[config.mk]
export PLATFORM = sky130hd
export DESIGN_NAME = edge_capture_unit
export DESIGN_NICKNAME = d
export VERILOG_FILES = /design/src/rtl/cap_pkg.sv /design/src/rtl/cap_sync.sv /design/src/rtl/cap_edge.sv /design/src/rtl/cap_store.sv /design/src/rtl/edge_capture_unit.sv
export SDC_FILE = /design/constraint.sdc
export NUM_CORES = 1
export LEC_CHECK = 0
export CORE_UTILIZATION = 49
export CTS_CLUSTER_SIZE = 20
export DETAILED_ROUTE_END_ITERATION = 16
export MAX_ROUTING_LAYER = met4
export PLACE_DENSITY = 0.82
export SLEW_MARGIN = 0
export SYNTH_ARGS = -nofsm -noshare
export SYNTH_HDL_FRONTEND = slang
export SYNTH_SLANG_ARGS = --single-unit
[constraint.sdc]
create_clock -name clk_i -period 4.8 [get_ports clk_i]
set_clock_uncertainty 0.2 [all_clocks]
set_input_delay 0.96 -clock clk_i [delete_from_list [all_inputs] [get_ports clk_i]]
set_output_delay 0.96 -clock clk_i [all_outputs]
set_load 0.02 [all_outputs]
[src/rtl/cap_pkg.sv]
package cap_pkg;
  typedef enum logic [1:0] {
    CAP_OFF  = 2'd0,
    CAP_RISE = 2'd1,
    CAP_FALL = 2'd2,
    CAP_BOTH = 2'd3
  } cap_mode_e;
endpackage

[src/rtl/cap_sync.sv]
module cap_sync #(
  parameter int STAGES = 2
) (
  input  logic clk_i,
  input  logic rst_ni,
  input  logic pin_i,
  output logic sync_o
);
  logic [STAGES-1:0] chain_q;

  generate
    if (STAGES == 1) begin : g_one
      always_ff @(posedge clk_i or negedge rst_ni)
        if (!rst_ni) chain_q <= '0;
        else         chain_q <= pin_i;
    end else begin : g_many
      always_ff @(posedge clk_i or negedge rst_ni)
        if (!rst_ni) chain_q <= '0;
        else         chain_q <= {chain_q[STAGES-2:0], pin_i};
    end
  endgenerate

  assign sync_o = chain_q[STAGES-1];
endmodule

[src/rtl/cap_edge.sv]
module cap_edge
  import cap_pkg::*;
(
  input  logic      clk_i,
  input  logic      rst_ni,
  input  logic      sync_i,
  input  cap_mode_e mode_i,
  output logic      hit_o
);
  logic prev_q;

  always_ff @(posedge clk_i or negedge rst_ni)
    if (!rst_ni) prev_q <= 1'b0;
    else         prev_q <= sync_i;

  always_comb begin
    unique case (mode_i)
      CAP_RISE: hit_o = sync_i & ~prev_q;
      CAP_FALL: hit_o = ~sync_i & prev_q;
      CAP_BOTH: hit_o = sync_i ^ prev_q;
      default:  hit_o = 1'b0;
    endcase
  end
endmodule

[src/rtl/cap_store.sv]
module cap_store #(
  parameter int CNT_W = 32
) (
  input  logic             clk_i,
  input  logic             rst_ni,
  input  logic             hit_i,
  input  logic             armed_i,
  input  logic             rearm_i,
  input  logic             second_i,
  input  logic [CNT_W-1:0] count_i,
  output logic [CNT_W-1:0] cap_a_o,
  output logic [CNT_W-1:0] cap_b_o,
  output logic             evt_o
);
  localparam int NSLOT = 2;
  localparam int CW    = $clog2(NSLOT + 1);

  logic [CW-1:0]    cnt_q;
  logic [CNT_W-1:0] cap_a_q, cap_b_q;
  logic             evt_q;
  logic             take;

  // re-arm wins over a coincident edge
  assign take = hit_i & armed_i & ~rearm_i & (cnt_q < CW'(NSLOT));

  always_ff @(posedge clk_i or negedge rst_ni) begin
    if (!rst_ni) begin
      cnt_q   <= '0;
      cap_a_q <= '0;
      cap_b_q <= '0;
      evt_q   <= 1'b0;
    end else begin
      evt_q <= take & (cnt_q[0] == second_i);
      if (rearm_i) begin
        cnt_q <= '0;
      end else if (take) begin
        cnt_q <= cnt_q + 1'b1;
        if (cnt_q == '0) cap_a_q <= count_i;
        else             cap_b_q <= count_i;
      end
    end
  end

  assign cap_a_o = cap_a_q;
  assign cap_b_o = cap_b_q;
  assign evt_o   = evt_q;

  a_r10_rearm_zero: assert property (@(posedge clk_i) disable iff (!rst_ni)
    rearm_i |=> cnt_q == '0);
  a_r8_full_hold: assert property (@(posedge clk_i) disable iff (!rst_ni)
    (cnt_q == CW'(NSLOT)) |=> ($stable(cap_a_q) && $stable(cap_b_q) && !evt_q));
  a_r9_evt_slot: assert property (@(posedge clk_i) disable iff (!rst_ni)
    evt_q |-> ($past(cnt_q) == CW'($past(second_i))));
  a_r7_cnt_bound: assert property (@(posedge clk_i) disable iff (!rst_ni)
    cnt_q <= CW'(NSLOT));
endmodule

[src/rtl/edge_capture_unit.sv]
module edge_capture_unit
  import cap_pkg::*;
#(
  parameter int CNT_W       = 32,
  parameter int SYNC_STAGES = 2
) (
  input  logic             clk_i,
  input  logic             rst_ni,
  input  logic             pin_i,
  input  logic [CNT_W-1:0] count_i,
  input  logic [1:0]       cap_mode_i,
  input  logic             pin_in_i,
  input  logic             cap_second_i,
  input  logic             cap_clr_i,
  output logic [CNT_W-1:0] cap_a_o,
  output logic [CNT_W-1:0] cap_b_o,
  output logic             cap_evt_o
);
  cap_mode_e mode, mode_q;
  logic      sync, hit, rearm;

  assign mode = cap_mode_e'(cap_mode_i);

  always_ff @(posedge clk_i or negedge rst_ni)
    if (!rst_ni) mode_q <= CAP_OFF;
    else         mode_q <= mode;

  assign rearm = cap_clr_i | ((mode_q == CAP_OFF) & (mode != CAP_OFF));

  cap_sync #(.STAGES(SYNC_STAGES)) i_sync (
    .clk_i  (clk_i),
    .rst_ni (rst_ni),
    .pin_i  (pin_i),
    .sync_o (sync)
  );

  cap_edge i_edge (
    .clk_i  (clk_i),
    .rst_ni (rst_ni),
    .sync_i (sync),
    .mode_i (mode),
    .hit_o  (hit)
  );

  cap_store #(.CNT_W(CNT_W)) i_store (
    .clk_i    (clk_i),
    .rst_ni   (rst_ni),
    .hit_i    (hit),
    .armed_i  (pin_in_i),
    .rearm_i  (rearm),
    .second_i (cap_second_i),
    .count_i  (count_i),
    .cap_a_o  (cap_a_o),
    .cap_b_o  (cap_b_o),
    .evt_o    (cap_evt_o)
  );

  a_r5_off_quiet: assert property (@(posedge clk_i) disable iff (!rst_ni)
    (mode == CAP_OFF) |=> ($stable(cap_a_o) && $stable(cap_b_o) && !cap_evt_o));
  a_r6_output_dir: assert property (@(posedge clk_i) disable iff (!rst_ni)
    !pin_in_i |=> ($stable(cap_a_o) && $stable(cap_b_o) && !cap_evt_o));
  a_r2_rise_only: assert property (@(posedge clk_i) disable iff (!rst_ni)
    (mode == CAP_RISE && hit) |-> sync);
  a_r3_fall_only: assert property (@(posedge clk_i) disable iff (!rst_ni)
    (mode == CAP_FALL && hit) |-> !sync);
endmodule

==> results.md <==
* Status: finished clean
* Sequential share of the synthesized area at 0.5892
* Routed vias at 1792
* Initial antenna violation count at 0
* Fmax achieved at 304.2 MHz
* Critical-path cell list: clkdlybuf4s50_1 -> nor2b_1 -> o2111a_1 -> o211ai_4 -> buf_4 -> mux2_4
* Crit-path slowest cell: o211ai_4
* Internal reg-to-reg setup slack at 2.06 ns
* Critical Path End: i_store.cap_a_o[14]
* Worst setup margin at 1.512 ns
* Worst R2R End: i_store.cap_a_o[14]
* Die Y at 81.00 µm
* Yosys reg bits at 72
* Arrival time at the worst endpoint at 3.29 ns
* Layout area overhead at 41.41%
* Antenna Nets Post-Route at 0
* Total core area at 0.005956 mm²
* Grt total ovfl at 0
* Post-CTS setup repair buffer count at 0
* Sw frac at 0.2976
* Worst-Margin Slew at 1.004 ns
* Antenna cell count at 0
* Vias in the first global route at 1863
* Die span in x at 81.00 µm
* H-tree depth at 3
* Global placer's final weighted congestion at 0.7593
* Leak at 2.110 nW
* Delay-heaviest family, CP: compound AO/OA/AOI/OAI gates
* Async S/R FF share, synth at 1.000
* Synth Instances at 171
* Fin. max-slew vios at 0
* Reg2Reg Depth at 6
* Share of total power in the clock network at 0.215
* IO Port Bufs at 104
* Largest fanout on the critical path at 17
* Metal-1 WL at 2.756 mm
* Main synth FF type: dfrtp_1
* CTS max path bufs at 2
* Cell row count at 28
* Layout cell share with drive strength beyond 1 at 0.3034
* Setup_tns at 0 ns
* Top area cells in the synthesized netlist: dfrtp_1 (59%), mux2_4 (29%), buf_6 (2.2%), mux2_2 (1.5%), o211ai_4 (1.4%)
* Drt initial violations at 64
* Seq pwr share at 0.430
* Pwr dens at 438.5 mW/mm²
* Synth warn at 0
* I/O pin count at 105
* Syn avg cell area at 17.88 µm²
* Drt pass-1 iters at 4
* Die Footprint at 0.006560 mm²
* Vias/cell at 4.910
* Filler cell count at 421
* Largest net degree at the start of global routing at 49
* CTS buffer count at 9
* Skew-Pair Late Insertion Delay at 0.32 ns
* Most frequent cells in the layout: clkdlybuf4s50_1 (103), dfrtp_1 (72), mux2_4 (60), clkbuf_8 (10)
* CTS tree: yes
* Post-CTS Hold Buffers at 0
* WS Path Type: input pin to flip-flop
* Register area at 0.001802 mm²
* Pre-CTS setup slack at 1.161 ns
* Final worst path period share at 0.6850
* Commonest non-fill, non-tap cell in the layout: clkdlybuf4s50_1
* Number of distinct library cells after synthesis at 21
* Total wire length at 6.037 mm
* Hold Path Class: flip-flop to flip-flop
* Final critical path time including I/O delays and setup at 3.288 ns
* Root Buffer: clkbuf_8
* Bufs and invs on worst path at 2
* RSZ-0062 raised after global routing: false
* Starting Density at 0.5134
* Critical Path End Type: flip-flop
* Mapped Area at 0.003058 mm²
* Gate power share at 0.355
* WP depth at 6
* Multi-input logic area at 0.001170 mm²
* Critical Path Source Type: input pin
* Slew HR at 0.3304
* DPL Wire Length at 4.399 mm
* Synth top area share at 0.5892
* Final number of hold-violating endpoints at 0
* Max-Cap Viols at 0
* GR Util All Layers at 0.2083
* Met3 WL post-DR at 279 µm
* DR top layer: met4
* Psw at 0.5644 mW
* Power Total at 1.896 mW
* CP peak stage delay at 0.65 ns
* Layout Nets at 328
* Synth area leader: dfrtp_1
* Syn_nets at 214
* Number of flops mapped to enable cells by yosys at 0
* Sink Count at 72
* Min Hold Slack at 0.1524 ns
* Internal power at 1.332 mW
* Worst vdd ir at 0.0002819 V
* DR WL met2 at 2.927 mm
* DRC viols at 0
* Routed wire per std cell at 16.54 µm
* CP required at 4.80 ns
* Crit path from: cap_mode_i[1]
* Clock-pin slew on the worst setup and hold paths at 0.07 ns
* Post-CTS Resized at 0
* First-pass GRT wire length at 9.604 mm
* Critical R2R Launch: i_sync.chain_q[1]
* Final setup fails at 0
## stage by stage
step,std cells,instance area [µm²],util
final,365,4324,0.7261
after global routing,365,4324,0.7261
after CTS,365,4324,0.7261
after detailed placement,349,4158,0.6981
after global placement,349,4158,0.6981
after floorplan,171,3058,-
## worst reg2reg max path: stages, from the launching register on
cell and delay [ns]:
dfrtp_1 0.40, ha_1 0.29, nor2b_1 0.06, o2111a_1 0.35, o211ai_4 0.65, buf_4 0.35, mux2_4 0.33
## power by group through the flow
stage,Clock (mW),Combinational [mW],Sequential [mW]
final,0.407,0.674,0.815
after global routing,0.445,0.710,0.830
after CTS,0.420,0.681,0.817
after floorplan,0,0.192,0.966
after global placement,0,0.666,0.823
after detailed placement,0,0.677,0.826
## area by class of cell
class / count / area share
well taps: 75 / 0.02170
clock inverters: 3 / 0.004051
clock buffers: 13 / 0.03443
inverters: 5 / 0.004340
repair buffers: 109 / 0.2483
flip-flops and latches: 72 / 0.4167
multi-input cells: 88 / 0.2705
## cells by family (layout without fill, tap and decap cells)
logic type | after synthesis | in the layout | synth area share
AO/OA/AOI/OAI | 10 | 10 | 0.03600
flip-flops | 72 | 72 | 0.5892
multiplexers | 64 | 64 | 0.3093
adder cells (fa/ha/maj) | 3 | 3 | 0.01228
buffers and inverters | 11 | 130 | 0.02823
AND/OR/NAND/NOR | 10 | 10 | 0.02209
XOR/XNOR | 1 | 1 | 0.002865
## how the worst min path moves through the flow
stage | start | end | depth (start not counted)
floorplan | i_sync.chain_q[0] | i_sync.chain_q[1] | 0
global placement | i_sync.chain_q[0] | i_sync.chain_q[1] | 0
detailed placement | i_sync.chain_q[0] | i_sync.chain_q[1] | 0
CTS | i_sync.chain_q[0] | i_sync.chain_q[1] | 0
global route | i_sync.chain_q[0] | i_sync.chain_q[1] | 0
finish | i_sync.chain_q[0] | i_sync.chain_q[1] | 0
## sequential cells by signal, summed over array words and instances (netlist names)
name,cells
i_store.cap_a_o,32
i_store.cnt_q,2
i_sync.chain_q,2
mode_q,2
i_store.evt_o,1
i_store.cap_b_o,32
i_edge.prev_q,1
## cell usage after synthesis (2+ instances only)
library cell and instances:
ha_1 3, dfrtp_1 72, buf_6 6, o21a_1 2, mux2_2 4, nor2b_1 2
nor3_1 2, o211ai_4 2, nor2_1 3, inv_1 5, mux2_4 60
## metal layers
metal  GRT usage  vias to the layer above
met5           -                        -
met4     0.08750                        0
met3     0.03483                        6
met2      0.3176                       68
met1      0.2763                      891
li1            -                      827
Power figures use the tool's default switching activity.
